[src/rtl/coh_dir_pkg.sv]
package coh_dir_pkg;

  typedef enum logic [1:0] {
    DIR_UNC = 2'd0,
    DIR_SHR = 2'd1,
    DIR_EXC = 2'd2
  } dir_state_e;

  typedef enum logic [2:0] {
    HC_IDLE   = 3'd0,
    HC_INV    = 3'd1,
    HC_RECALL = 3'd2,
    HC_WAIT   = 3'd3,
    HC_REPLY  = 3'd4
  } hc_state_e;

  localparam logic [1:0] REQ_READ  = 2'd0;
  localparam logic [1:0] REQ_WRITE = 2'd1;
  localparam logic [1:0] REQ_WBACK = 2'd2;

  localparam logic [1:0] MSG_DATA      = 2'd0;
  localparam logic [1:0] MSG_INV       = 2'd1;
  localparam logic [1:0] MSG_FETCH     = 2'd2;
  localparam logic [1:0] MSG_FETCH_INV = 2'd3;

endpackage

[src/rtl/coh_low_pick.sv]
module coh_low_pick #(
  parameter int N  = 4,
  localparam int IW = (N > 1) ? $clog2(N) : 1
) (
  input  logic [N-1:0]  vec,
  output logic          found,
  output logic [IW-1:0] idx
);
  always_comb begin
    found = |vec;
    idx   = '0;
    for (int i = N - 1; i >= 0; i--) begin
      if (vec[i]) idx = i[IW-1:0];
    end
  end
endmodule

[src/rtl/coh_dir_table.sv]
module coh_dir_table
  import coh_dir_pkg::*;
#(
  parameter int NPROC = 4,
  parameter int NBLK  = 8,
  localparam int BW   = (NBLK > 1) ? $clog2(NBLK) : 1
) (
  input  logic             clk,
  input  logic             rst_n,
  input  logic [BW-1:0]    rd_blk,
  output dir_state_e       rd_state,
  output logic [NPROC-1:0] rd_shr,
  input  logic             wr_en,
  input  logic [BW-1:0]    wr_blk,
  input  dir_state_e       wr_state,
  input  logic [NPROC-1:0] wr_shr
);
  dir_state_e       st_q  [NBLK];
  logic [NPROC-1:0] shr_q [NBLK];

  always_ff @(posedge clk or negedge rst_n) begin
    if (!rst_n) begin
      for (int b = 0; b < NBLK; b++) begin
        st_q[b]  <= DIR_UNC;
        shr_q[b] <= '0;
      end
    end else if (wr_en) begin
      st_q[wr_blk]  <= wr_state;
      shr_q[wr_blk] <= wr_shr;
    end
  end

  assign rd_state = st_q[rd_blk];
  assign rd_shr   = shr_q[rd_blk];

  for (genvar b = 0; b < NBLK; b++) begin : g_chk
    // an Exclusive block has exactly one holder
    a_r7_excl_one_owner: assert property (@(posedge clk) disable iff (!rst_n)
      st_q[b] == DIR_EXC |-> $countones(shr_q[b]) == 1);
    // an Uncached block has no holder
    a_r8_unc_empty: assert property (@(posedge clk) disable iff (!rst_n)
      st_q[b] == DIR_UNC |-> shr_q[b] == '0);
  end
endmodule

[src/rtl/coh_blk_mem.sv]
module coh_blk_mem #(
  parameter int NBLK = 8,
  parameter int DW   = 32,
  localparam int BW  = (NBLK > 1) ? $clog2(NBLK) : 1
) (
  input  logic          clk,
  input  logic          rst_n,
  input  logic [BW-1:0] rd_blk,
  output logic [DW-1:0] rd_data,
  input  logic          wr_en,
  input  logic [BW-1:0] wr_blk,
  input  logic [DW-1:0] wr_data
);
  logic [DW-1:0] mem_q [NBLK];

  always_ff @(posedge clk or negedge rst_n) begin
    if (!rst_n) begin
      for (int b = 0; b < NBLK; b++) mem_q[b] <= '0;
    end else if (wr_en) begin
      mem_q[wr_blk] <= wr_data;
    end
  end

  assign rd_data = mem_q[rd_blk];
endmodule

[src/rtl/coh_home_dir.sv]
module coh_home_dir
  import coh_dir_pkg::*;
#(
  parameter int NPROC = 4,
  parameter int NBLK  = 8,
  parameter int DW    = 32,
  localparam int PW   = (NPROC > 1) ? $clog2(NPROC) : 1,
  localparam int BW   = (NBLK > 1) ? $clog2(NBLK) : 1
) (
  input  logic          clk,
  input  logic          rst_n,
  input  logic          req_valid,
  output logic          req_ready,
  input  logic [1:0]    req_op,
  input  logic [PW-1:0] req_src,
  input  logic [BW-1:0] req_blk,
  input  logic [DW-1:0] req_data,
  input  logic          fetch_valid,
  input  logic [DW-1:0] fetch_data,
  output logic          msg_valid,
  output logic [1:0]    msg_op,
  output logic [PW-1:0] msg_dst,
  output logic [BW-1:0] msg_blk,
  output logic [DW-1:0] msg_data
);
  // reset: asserted asynchronously, released on the clock
  logic [1:0] rst_sync_q;
  logic       rst_i_n;
  always_ff @(posedge clk or negedge rst_n) begin
    if (!rst_n) rst_sync_q <= 2'b00;
    else        rst_sync_q <= {rst_sync_q[0], 1'b1};
  end
  assign rst_i_n = rst_sync_q[1];

  hc_state_e        st_q, st_d;
  logic [1:0]       op_q;
  logic [PW-1:0]    src_q;
  logic [BW-1:0]    blk_q;
  dir_state_e       old_st_q;
  logic [NPROC-1:0] old_shr_q;
  logic [NPROC-1:0] pend_q, pend_d;
  logic             lat_en;

  logic [BW-1:0]    rd_blk;
  dir_state_e       dir_st;
  logic [NPROC-1:0] dir_shr;
  logic             dir_we;
  dir_state_e       dir_wst;
  logic [NPROC-1:0] dir_wshr;

  logic [DW-1:0]    mem_rdata;
  logic             mem_we;
  logic [BW-1:0]    mem_wblk;
  logic [DW-1:0]    mem_wdata;

  logic             pend_found, own_found;
  logic [PW-1:0]    pend_idx, own_idx;
  logic [NPROC-1:0] src_1h, req_1h, pick_1h;
  logic             accept, wb_ok;

  assign rd_blk = (st_q == HC_IDLE) ? req_blk : blk_q;

  coh_dir_table #(.NPROC(NPROC), .NBLK(NBLK)) u_dir (
    .clk(clk), .rst_n(rst_i_n), .rd_blk(rd_blk), .rd_state(dir_st), .rd_shr(dir_shr),
    .wr_en(dir_we), .wr_blk(blk_wr_sel()), .wr_state(dir_wst), .wr_shr(dir_wshr)
  );

  coh_blk_mem #(.NBLK(NBLK), .DW(DW)) u_mem (
    .clk(clk), .rst_n(rst_i_n), .rd_blk(rd_blk), .rd_data(mem_rdata),
    .wr_en(mem_we), .wr_blk(mem_wblk), .wr_data(mem_wdata)
  );

  coh_low_pick #(.N(NPROC)) u_pend_pick (.vec(pend_q), .found(pend_found), .idx(pend_idx));
  coh_low_pick #(.N(NPROC)) u_own_pick  (.vec(old_shr_q), .found(own_found), .idx(own_idx));

  function automatic logic [BW-1:0] blk_wr_sel();
    return (st_q == HC_IDLE) ? req_blk : blk_q;
  endfunction

  always_comb begin
    src_1h  = '0; src_1h[src_q]   = 1'b1;
    req_1h  = '0; req_1h[req_src] = 1'b1;
    pick_1h = '0; pick_1h[pend_idx] = pend_found;
  end

  assign req_ready = (st_q == HC_IDLE);
  assign accept    = req_valid && req_ready;
  assign wb_ok     = (dir_st == DIR_EXC) && dir_shr[req_src];

  // next-state logic
  always_comb begin
    st_d   = st_q;
    pend_d = pend_q;
    lat_en = 1'b0;
    unique case (st_q)
      HC_IDLE: begin
        if (accept && req_op != REQ_WBACK) begin
          lat_en = 1'b1;
          pend_d = '0;
          if (dir_st == DIR_EXC) begin
            st_d = HC_RECALL;
          end else if (req_op == REQ_WRITE && dir_st == DIR_SHR &&
                       (dir_shr & ~req_1h) != '0) begin
            pend_d = dir_shr & ~req_1h;
            st_d   = HC_INV;
          end else begin
            st_d = HC_REPLY;
          end
        end
      end
      HC_INV: begin
        pend_d = pend_q & ~pick_1h;
        if (pend_d == '0) st_d = HC_REPLY;
      end
      HC_RECALL: st_d = HC_WAIT;
      HC_WAIT:   if (fetch_valid) st_d = HC_REPLY;
      HC_REPLY:  st_d = HC_IDLE;
      default:   st_d = HC_IDLE;
    endcase
  end

  // directory and memory write selection
  always_comb begin
    dir_we    = 1'b0;
    dir_wst   = DIR_UNC;
    dir_wshr  = '0;
    mem_we    = 1'b0;
    mem_wblk  = blk_q;
    mem_wdata = fetch_data;
    if (st_q == HC_IDLE && accept && req_op == REQ_WBACK && wb_ok) begin
      dir_we    = 1'b1;
      mem_we    = 1'b1;
      mem_wblk  = req_blk;
      mem_wdata = req_data;
    end else if (st_q == HC_WAIT && fetch_valid) begin
      mem_we = 1'b1;
    end else if (st_q == HC_REPLY) begin
      dir_we = 1'b1;
      if (op_q == REQ_READ) begin
        dir_wst  = DIR_SHR;
        dir_wshr = (old_st_q == DIR_UNC) ? src_1h : (old_shr_q | src_1h);
      end else begin
        dir_wst  = DIR_EXC;
        dir_wshr = src_1h;
      end
    end
  end

  // registers
  always_ff @(posedge clk or negedge rst_i_n) begin
    if (!rst_i_n) begin
      st_q   <= HC_IDLE;
      pend_q <= '0;
    end else begin
      st_q   <= st_d;
      pend_q <= pend_d;
    end
  end

  always_ff @(posedge clk or negedge rst_i_n) begin
    if (!rst_i_n) begin
      op_q      <= REQ_READ;
      src_q     <= '0;
      blk_q     <= '0;
      old_st_q  <= DIR_UNC;
      old_shr_q <= '0;
    end else if (lat_en) begin
      op_q      <= req_op;
      src_q     <= req_src;
      blk_q     <= req_blk;
      old_st_q  <= dir_st;
      old_shr_q <= dir_shr;
    end
  end

  // outgoing message
  always_comb begin
    msg_valid = 1'b0;
    msg_op    = MSG_DATA;
    msg_dst   = src_q;
    msg_blk   = blk_q;
    msg_data  = '0;
    unique case (st_q)
      HC_INV: begin
        msg_valid = pend_found;
        msg_op    = MSG_INV;
        msg_dst   = pend_idx;
      end
      HC_RECALL: begin
        msg_valid = own_found;
        msg_op    = (op_q == REQ_WRITE) ? MSG_FETCH_INV : MSG_FETCH;
        msg_dst   = own_idx;
      end
      HC_REPLY: begin
        msg_valid = 1'b1;
        msg_data  = mem_rdata;
      end
      default: ;
    endcase
  end

  // the cycle after a data reply the controller accepts again
  a_r10_reply_frees: assert property (@(posedge clk) disable iff (!rst_i_n)
    msg_valid && msg_op == MSG_DATA |=> req_ready);
  // an accepted miss makes the controller busy
  a_r10_busy_after_miss: assert property (@(posedge clk) disable iff (!rst_i_n)
    accept && req_op != REQ_WBACK |=> !req_ready);
  // write-backs never produce a message
  a_r8_wb_silent: assert property (@(posedge clk) disable iff (!rst_i_n)
    accept && req_op == REQ_WBACK |=> !msg_valid);
  // after a recall the controller stays silent while it waits
  a_r6_recall_quiet: assert property (@(posedge clk) disable iff (!rst_i_n)
    msg_valid && (msg_op == MSG_FETCH || msg_op == MSG_FETCH_INV) |=> !msg_valid);
  // each invalidate retires exactly one pending sharer
  a_r5_inv_drops_one: assert property (@(posedge clk) disable iff (!rst_i_n)
    st_q == HC_INV |=> $countones(pend_q) == $countones($past(pend_q)) - 1);
  // the requester is never invalidated
  a_r5_inv_not_self: assert property (@(posedge clk) disable iff (!rst_i_n)
    msg_valid && msg_op == MSG_INV |-> msg_dst != src_q);
endmodule

[config.mk]
export PLATFORM = sky130hd
export DESIGN_NAME = coh_home_dir
export DESIGN_NICKNAME = d
export VERILOG_FILES = /design/src/rtl/coh_dir_pkg.sv /design/src/rtl/coh_low_pick.sv /design/src/rtl/coh_dir_table.sv /design/src/rtl/coh_blk_mem.sv /design/src/rtl/coh_home_dir.sv
export SDC_FILE = /design/constraint.sdc
export NUM_CORES = 1
export LEC_CHECK = 0
export ABC_AREA = 0
export BUFFER_PORTS_ARGS = -buffer_cell sky130_fd_sc_hd__buf_2
export CAP_MARGIN = 20
export CORE_MARGIN = 1.5
export CORE_UTILIZATION = 43
export DETAILED_ROUTE_END_ITERATION = 10
export PLACE_DENSITY = 0.7
export SKIP_LAST_GASP = 1
export SLEW_MARGIN = 20
export SYNTH_ARGS = -nofsm -noshare
export SYNTH_HDL_FRONTEND = slang
export SYNTH_SLANG_ARGS = --single-unit
[constraint.sdc]
create_clock -name clk -period 12.8 [get_ports clk]
set_input_delay 0.64 -clock clk [delete_from_list [all_inputs] [get_ports clk]]
set_output_delay 0.64 -clock clk [all_outputs]
set_load 0.01 [all_outputs]
==> impl_metrics.py, run 1 <==
metrics = {
    "detailed_routing": {
        "drc": 0,
        "wl_um": 43100,
        "vias": 11500,
        "viasPerCell": 5.98,
        "drt_pre_antenna_iters": 7,
        "wire_per_inst_um": 22.4,
        "antenna_left": 0,
        "first_iter_violations": 827,
    },
    "worst_setup_path": {
        "slowest_delay_ps": 890,
        "critical_path_class": "flop to flop",
        "crit_path_start_kind": "flop",
        "cp-end-kind": "flop",
        "critPathBufInv": 2,
        "crit_slowest_cell": "or4b_1",
        "arrival_ps": 6290,
        "critical-path-top-delay-family": "simple AND/OR/NAND/NOR gates",
        "cp_data_required_time_ps": 13210,
        "cp_max_fo": 62,
        "crit_top_cell": "buf_4",
        "crit_chain": "or4b_1 > nand2_4 > mux2_2 > a2111oi_2 > a21oi_1 > o211ai_4 > buf_4 > o22ai_4 > buf_4 > mux2_1",
    },
    "timing": {
        "period_minus_slack_ps": 5880,
        "clock.fmax_ghz": 0.170,
        "tns_ps": 0,
        "slew_headroom_pct": 30.3,
        "setup_viol": 0,
        "min_period_over_period_pct": 46.0,
        "finalClockSkew_ps": 25.3,
        "slew_viol_final": 0,
        "worst_pin_slew_ps": 1020,
        "rsz0062_at_grt": "false",
        "finalHoldViolCount": 0,
    },
    "floorplanning": {
        "rows": 70,
        "die-width_um": 195,
        "start_util_pct": 43.4,
        "core_area_um2": 36400,
        "ioPinCount": 116,
        "die_y_um": 195,
        "die_area_um2": 37900,
    },
    "flow_run": {
        "cap_violations": 0,
    },
    "clocking": {
        "clockBufferDepth": 3,
        "cts.sinks": 326,
        "path_clk_slew_ps": 60,
        "h-tree-depth": 2,
        "cts_root_buffer": "clkbuf_16",
        "clk_latency_ps": 530,
        "cts_tree": "done",
        "post_cts_buffers": 0,
        "cts_buffers": 35,
    },
    "synthesis": {
        "syn_inst": 1338,
        "synthArstFlopShare_pct": 100,
        "ys_types": 72,
        "synth.avg_cell_area_um2": 11.8,
        "seq_area_frac_synth_pct": 51.6,
        "yosysWarnings": 0,
        "synth-main-ff-cell": "dfrtp_1",
        "synth_nets": 1413,
        "ys_ff_latch": 326,
        "synth_edf_count": 0,
        "syn_area_um2": 15800,
    },
    "cells_and_area": {
        "drive_gt1_share_pct": 37.3,
        "final_common_cell": "dfrtp_1",
        "final_cell_mix": "dfrtp_1, mux2_2, nand2_1, buf_2, nor2_1",
        "nNetsFinal": 1501,
        "final_area_um2": 18000,
        "num_antenna_cells": 0,
        "layout-area-overhead-vs-synth_pct": 14.1,
    },
    "run_status": {
        "status": "complete, no violations",
    },
    "global_route": {
        "grt_max_degree": 176,
        "grt_pass1_wl_um": 68600,
        "grt_pass1_vias": 11800,
        "overflow": 0,
        "grtUsageTotal_pct": 23.2,
        "antenna_found_initial": 1,
    },
    "pwr": {
        "switching_share_pct": 39.8,
        "p_switching_uw": 1570,
        "p_leak_uw": 0.00845,
        "ir_worst_vdd_uv": 114,
        "p_int_uw": 2380,
        "p_clk_share_pct": 24.9,
        "combPwrFrac_pct": 39.2,
        "p_seq_share_pct": 35.8,
        "p_per_area_nw_per_um2": 219,
    },
    "placed_design": {
        "io_buffer_count": 115,
        "post-dp-hpwl_um": 25300,
        "place.gp.congestion": 0.839,
        "placed_area_um2": 16900,
    },
    "min_path": {
        "min_path_type": "flop to flop",
    },
}
==> what timing repair did <==
item                                   in CTS  in global routing
resized for setup                           0                  0
endpoints found under the hold margin       2                  0
hold buffers                                1                  0
==> layout make-up <==
cell class,count,area (um^2)
Fill cell,3213,18400
Sequential cell,326,8160
Multi-Input combinational cell,913,7360
Clock buffer,54,1050
Timing Repair Buffer,139,771
Tap cell,468,586
Clock inverter,10,70.1
Inverter,11,41.3
==> Yosys cell counts, types with 3 or more instances <==
cell | number | share of area, %
inv_1 | 10 | 0.24
dfrtp_1 | 326 | 52
mux2_2 | 300 | 21
buf_6 | 4 | 0.28
nand3_1 | 42 | 1.3
a311oi_1 | 6 | 0.33
a31oi_1 | 30 | 1.2
and3_1 | 3 | 0.12
buf_4 | 4 | 0.19
nand2_1 | 143 | 3.4
mux2i_1 | 12 | 0.76
mux2_1 | 35 | 2.5
buf_1 | 15 | 0.36
nand2b_1 | 4 | 0.16
mux2_4 | 7 | 0.67
clkbuf_1 | 36 | 0.86
nor3_1 | 15 | 0.48
a21oi_1 | 35 | 1.1
nor2_1 | 74 | 1.8
nor2b_1 | 10 | 0.40
mux4_2 | 4 | 0.57
o41ai_1 | 4 | 0.22
nor4b_1 | 3 | 0.17
a21oi_2 | 7 | 0.39
nand4_1 | 4 | 0.16
o21ai_0 | 35 | 1.1
o211ai_1 | 16 | 0.76
o22ai_1 | 36 | 1.4
o221ai_1 | 23 | 1.3
nor3b_1 | 3 | 0.14
o31a_1 | 3 | 0.17
a211oi_1 | 6 | 0.28
buf_2 | 29 | 0.92
==> power groups by stage <==
stage / logic [uW] / clock network, uW / registers [uW]
after global placement: 1500 / 0 / 1410
final: 1550 / 982 / 1410
after CTS: 1530 / 993 / 1410
after global routing: 1680 / 1030 / 1440
after floorplan: 1040 / 0 / 1370
after detailed placement: 1520 / 0 / 1420
==> layer usage <==
layer,track usage [%],up-vias,part of all wire [%]
met2,36.3,399,46
met4,6.42,0,2.3
met3,3.77,73,6.3
met5,0,-,0
li1,-,5086,-
met1,33.3,5939,46
==> sequential cells by signal, indices dropped and copies added, names as in the netlist <==
name and count:
st_q 3, old_st_q 2, u_dir.st_q 16, old_shr_q 4, u_mem.mem_q 256, src_q 2
rst_sync_q 2, pend_q 4, op_q 2, msg_blk 3, u_dir.shr_q 32
==> path summary, 6_finish.rpt <==
| check | start | to | slack (ps) | depth (start not counted) |
|---|---|---|---|---|
| worst max-delay path | st_q[2] | u_mem.mem_q[13] | 6920 | 10 |
| worst min-delay path | rst_sync_q[0] | rst_sync_q[1] | 350 | 0 |
| worst max register to register | st_q[2] | u_mem.mem_q[13] | 6920 | 10 |
| worst min register to register | rst_sync_q[0] | rst_sync_q[1] | 350 | 0 |
| max in group asynchronous | rst_sync_q[1] | u_mem.mem_q[155] | 9950 | 2 |
| min in group asynchronous | rst_n | rst_sync_q[1] | 440 | 2 |
==> cells by family after synthesis <==
kind of cell             after synthesis  synth area share, %
adder cells (fa/ha/maj)                1               0.0633
flip-flops                           326                 51.6
AO/OA/AOI/OAI                        237                 10.7
AND/OR/NAND/NOR                      315                 8.81
multiplexers                         359                 26.0
other                                  1               0.0237
buffers and inverters                 99                 2.87
==> metrics by stage <==
stage          setup WS, ps  utilization, %  hold slack [ps]  cells  total power (uW)
3_3_place_gp           6700            46.4              339   1856              2910
2_1_floorplan          3040               -              331   1338              2410
6_report               6920            49.5              349   1921              3940
3_5_place_dp           6610            46.4              340   1856              2950
5_1_grt                6620            49.5              365   1921              4160
4_1_cts                6900            49.5              353   1921              3930
==> worst register-to-register path, cell delays in order (launching register included) <==
cell	delay, ps
dfrtp_1	610
or4b_1	890
nand2_4	790
mux2_2	430
a2111oi_2	650
a21oi_1	210
o211ai_4	330
buf_4	730
o22ai_4	400
buf_4	370
mux2_1	360
Note: power is estimated with default switching activity, not from simulation.
==> inputs of run 2 (changes only) <==
--- a/config.mk
+++ b/config.mk
@@ -11,7 +11,7 @@
 export CORE_MARGIN = 1.5
 export CORE_UTILIZATION = 43
 export DETAILED_ROUTE_END_ITERATION = 10
-export PLACE_DENSITY = 0.7
+export PLACE_DENSITY = 0.72
 export SKIP_LAST_GASP = 1
 export SLEW_MARGIN = 20
 export SYNTH_ARGS = -nofsm -noshare
==> constraint.sdc (replaced) <==
create_clock -name clk -period 5.1 [get_ports clk]
set_input_delay 0.255 -clock clk [delete_from_list [all_inputs] [get_ports clk]]
set_output_delay 0.255 -clock clk [all_outputs]
set_load 0.01 [all_outputs]
==> run 2 against run 1 <==
- fmax up 31%
- sequential power up 150%
- cell area up 0.62%
- clock power rose to 2.6 times the previous value
- critical path type unchanged
==> impl_metrics.py, run 2 (synthesized netlist as in run 1, its figures left out) <==
metrics = {
    "floorplanning": {
        "ioPinCount": 116,
        "core_area_um2": 36400,
        "rows": 70,
        "die_area_um2": 37900,
        "start_util_pct": 43.4,
        "die_y_um": 195,
        "die-width_um": 195,
    },
    "timing": {
        "finalHoldViolCount": 0,
        "slew_headroom_pct": 21.8,
        "clock.fmax_ghz": 0.222,
        "setup_viol": 0,
        "period_minus_slack_ps": 4500,
        "worst_pin_slew_ps": 1170,
        "slew_viol_final": 0,
        "finalClockSkew_ps": 26.3,
        "tns_ps": 0,
        "min_period_over_period_pct": 88.2,
        "rsz0062_at_grt": "false",
    },
    "detailed_routing": {
        "antenna_left": 0,
        "vias": 11700,
        "first_iter_violations": 1042,
        "drc": 0,
        "wire_per_inst_um": 23.4,
        "viasPerCell": 6.06,
        "wl_um": 45100,
        "drt_pre_antenna_iters": 5,
    },
    "worst_setup_path": {
        "cp_data_required_time_ps": 5500,
        "crit_path_start_kind": "flop",
        "cp_max_fo": 23,
        "critical_path_class": "flop to flop",
        "crit_chain": "buf_4 > or3_4 > mux2i_1 > a211o_2 > a41oi_1 > a211oi_1 > o211ai_4 > o22ai_4 > buf_4 > mux2_2",
        "arrival_ps": 4900,
        "slowest_delay_ps": 900,
        "crit_slowest_cell": "o22ai_4",
        "crit_top_cell": "buf_4",
        "cp-end-kind": "flop",
    },
    "run_status": {
        "status": "complete, no violations",
    },
    "cells_and_area": {
        "fillers": 3224,
        "multiInputGateArea_um2": 7350,
        "final_cell_mix": "dfrtp_1, mux2_2, nand2_1, buf_2, nor2_1",
        "final_common_cell": "dfrtp_1",
        "layout.cells.non_filler": 1928,
        "layout-area-overhead-vs-synth_pct": 14.8,
        "nNetsFinal": 1514,
        "top_regs": "u_mem.mem_q: 256 flops, u_dir.shr_q: 32 flops, u_dir.st_q: 16 flops",
        "top_register": "u_mem.mem_q",
        "num_antenna_cells": 0,
        "seq_area_um2": 8160,
        "largest_reg_flops": 256,
        "drive_gt1_share_pct": 37.9,
    },
    "flow_run": {
        "cap_violations": 0,
    },
    "placed_design": {
        "place.gp.congestion": 0.901,
        "dp_cells": 1869,
        "post-dp-hpwl_um": 27600,
        "io_buffer_count": 115,
    },
    "global_route": {
        "antenna_found_initial": 0,
        "grt_pass1_vias": 12000,
        "grt_max_degree": 183,
        "use_met2_pct": 38.2,
        "grt-busiest-layer": "met2",
        "grtUsageTotal_pct": 24.0,
        "grt_pass1_wl_um": 70600,
        "met3_usage_pct": 3.90,
        "globalRouteMet1Util_pct": 32.9,
        "overflow": 0,
    },
    "clocking": {
        "cts_root_buffer": "clkbuf_16",
        "cts.sinks": 326,
        "cts_tree": "done",
        "post_cts_buffers": 0,
        "clk_latency_ps": 540,
        "path_clk_slew_ps": 60,
        "cts_buffers": 35,
        "h-tree-depth": 2,
        "clockBufferDepth": 3,
    },
    "pwr": {
        "ir_worst_vdd_uv": 381,
        "p_per_area_nw_per_um2": 554,
        "p_leak_uw": 0.00851,
    },
    "min_path": {
        "min_path_type": "input pin to flop",
    },
}
-- run 2: area by class of cell --
type                       count  area share [%]
clock buffer                  51            5.71
inverter                      11           0.228
tap                          468            3.23
sequential                   326            45.0
clock inverter                 7           0.565
multi-input combinational    913            40.5
timing repair buffer         152            4.79
-- run 2: where the power goes --
group	internal [uW]	switching, uW
Combinational	1450	2570
Sequential	3130	381
Clock	1470	1050
-- run 2: path summary, 6_finish.rpt --
kind | slack (ps) | from | depth (start not counted) | to
worst max-delay path | 600 | st_q[2] | 10 | u_mem.mem_q[157]
worst min-delay path | 20 | req_valid | 3 | op_q[0]
worst max register to register | 600 | st_q[2] | 10 | u_mem.mem_q[157]
worst min register to register | 360 | rst_sync_q[0] | 0 | rst_sync_q[1]
max in group asynchronous | 3220 | rst_sync_q[1] | 1 | u_mem.mem_q[150]
min in group asynchronous | 30 | rst_n | 2 | rst_sync_q[0]
-- run 2: per-layer routing --
layer  wire [um]  up-vias
li1            -     5092
met2       20700      495
met3        3150       92
met5           0        -
met4        1500        0
met1       19700     5998
-- run 2: repair_timing --
action,CTS,global route
resized for setup,0,0
hold endpoints to repair,2,0
hold buffers,1,0
-- run 2: stage by stage --
stage               setup WS (ps)  instance area [um^2]  power (uW)  hold slack, ps  util (%)
finish                        603                 18100       10000            18.1      49.8
global route                  443                 18100       10500            24.2      49.8
CTS                           609                 18100       10000            1.29      49.8
detailed placement            679                 17000        7480            43.4      46.6
global placement              727                 17000        7390            45.0      46.6
floorplan                    1480                 15800        6050           -40.6         -
-- run 2: worst max-delay path: cells and delay by family (launching register included) --
| family | cells | cell delay [ps] |
|---|---|---|
| simple gates | 1 | 510 |
| compound gates | 5 | 1900 |
| flops | 1 | 380 |
| mux | 2 | 960 |
| buf+inv | 2 | 590 |
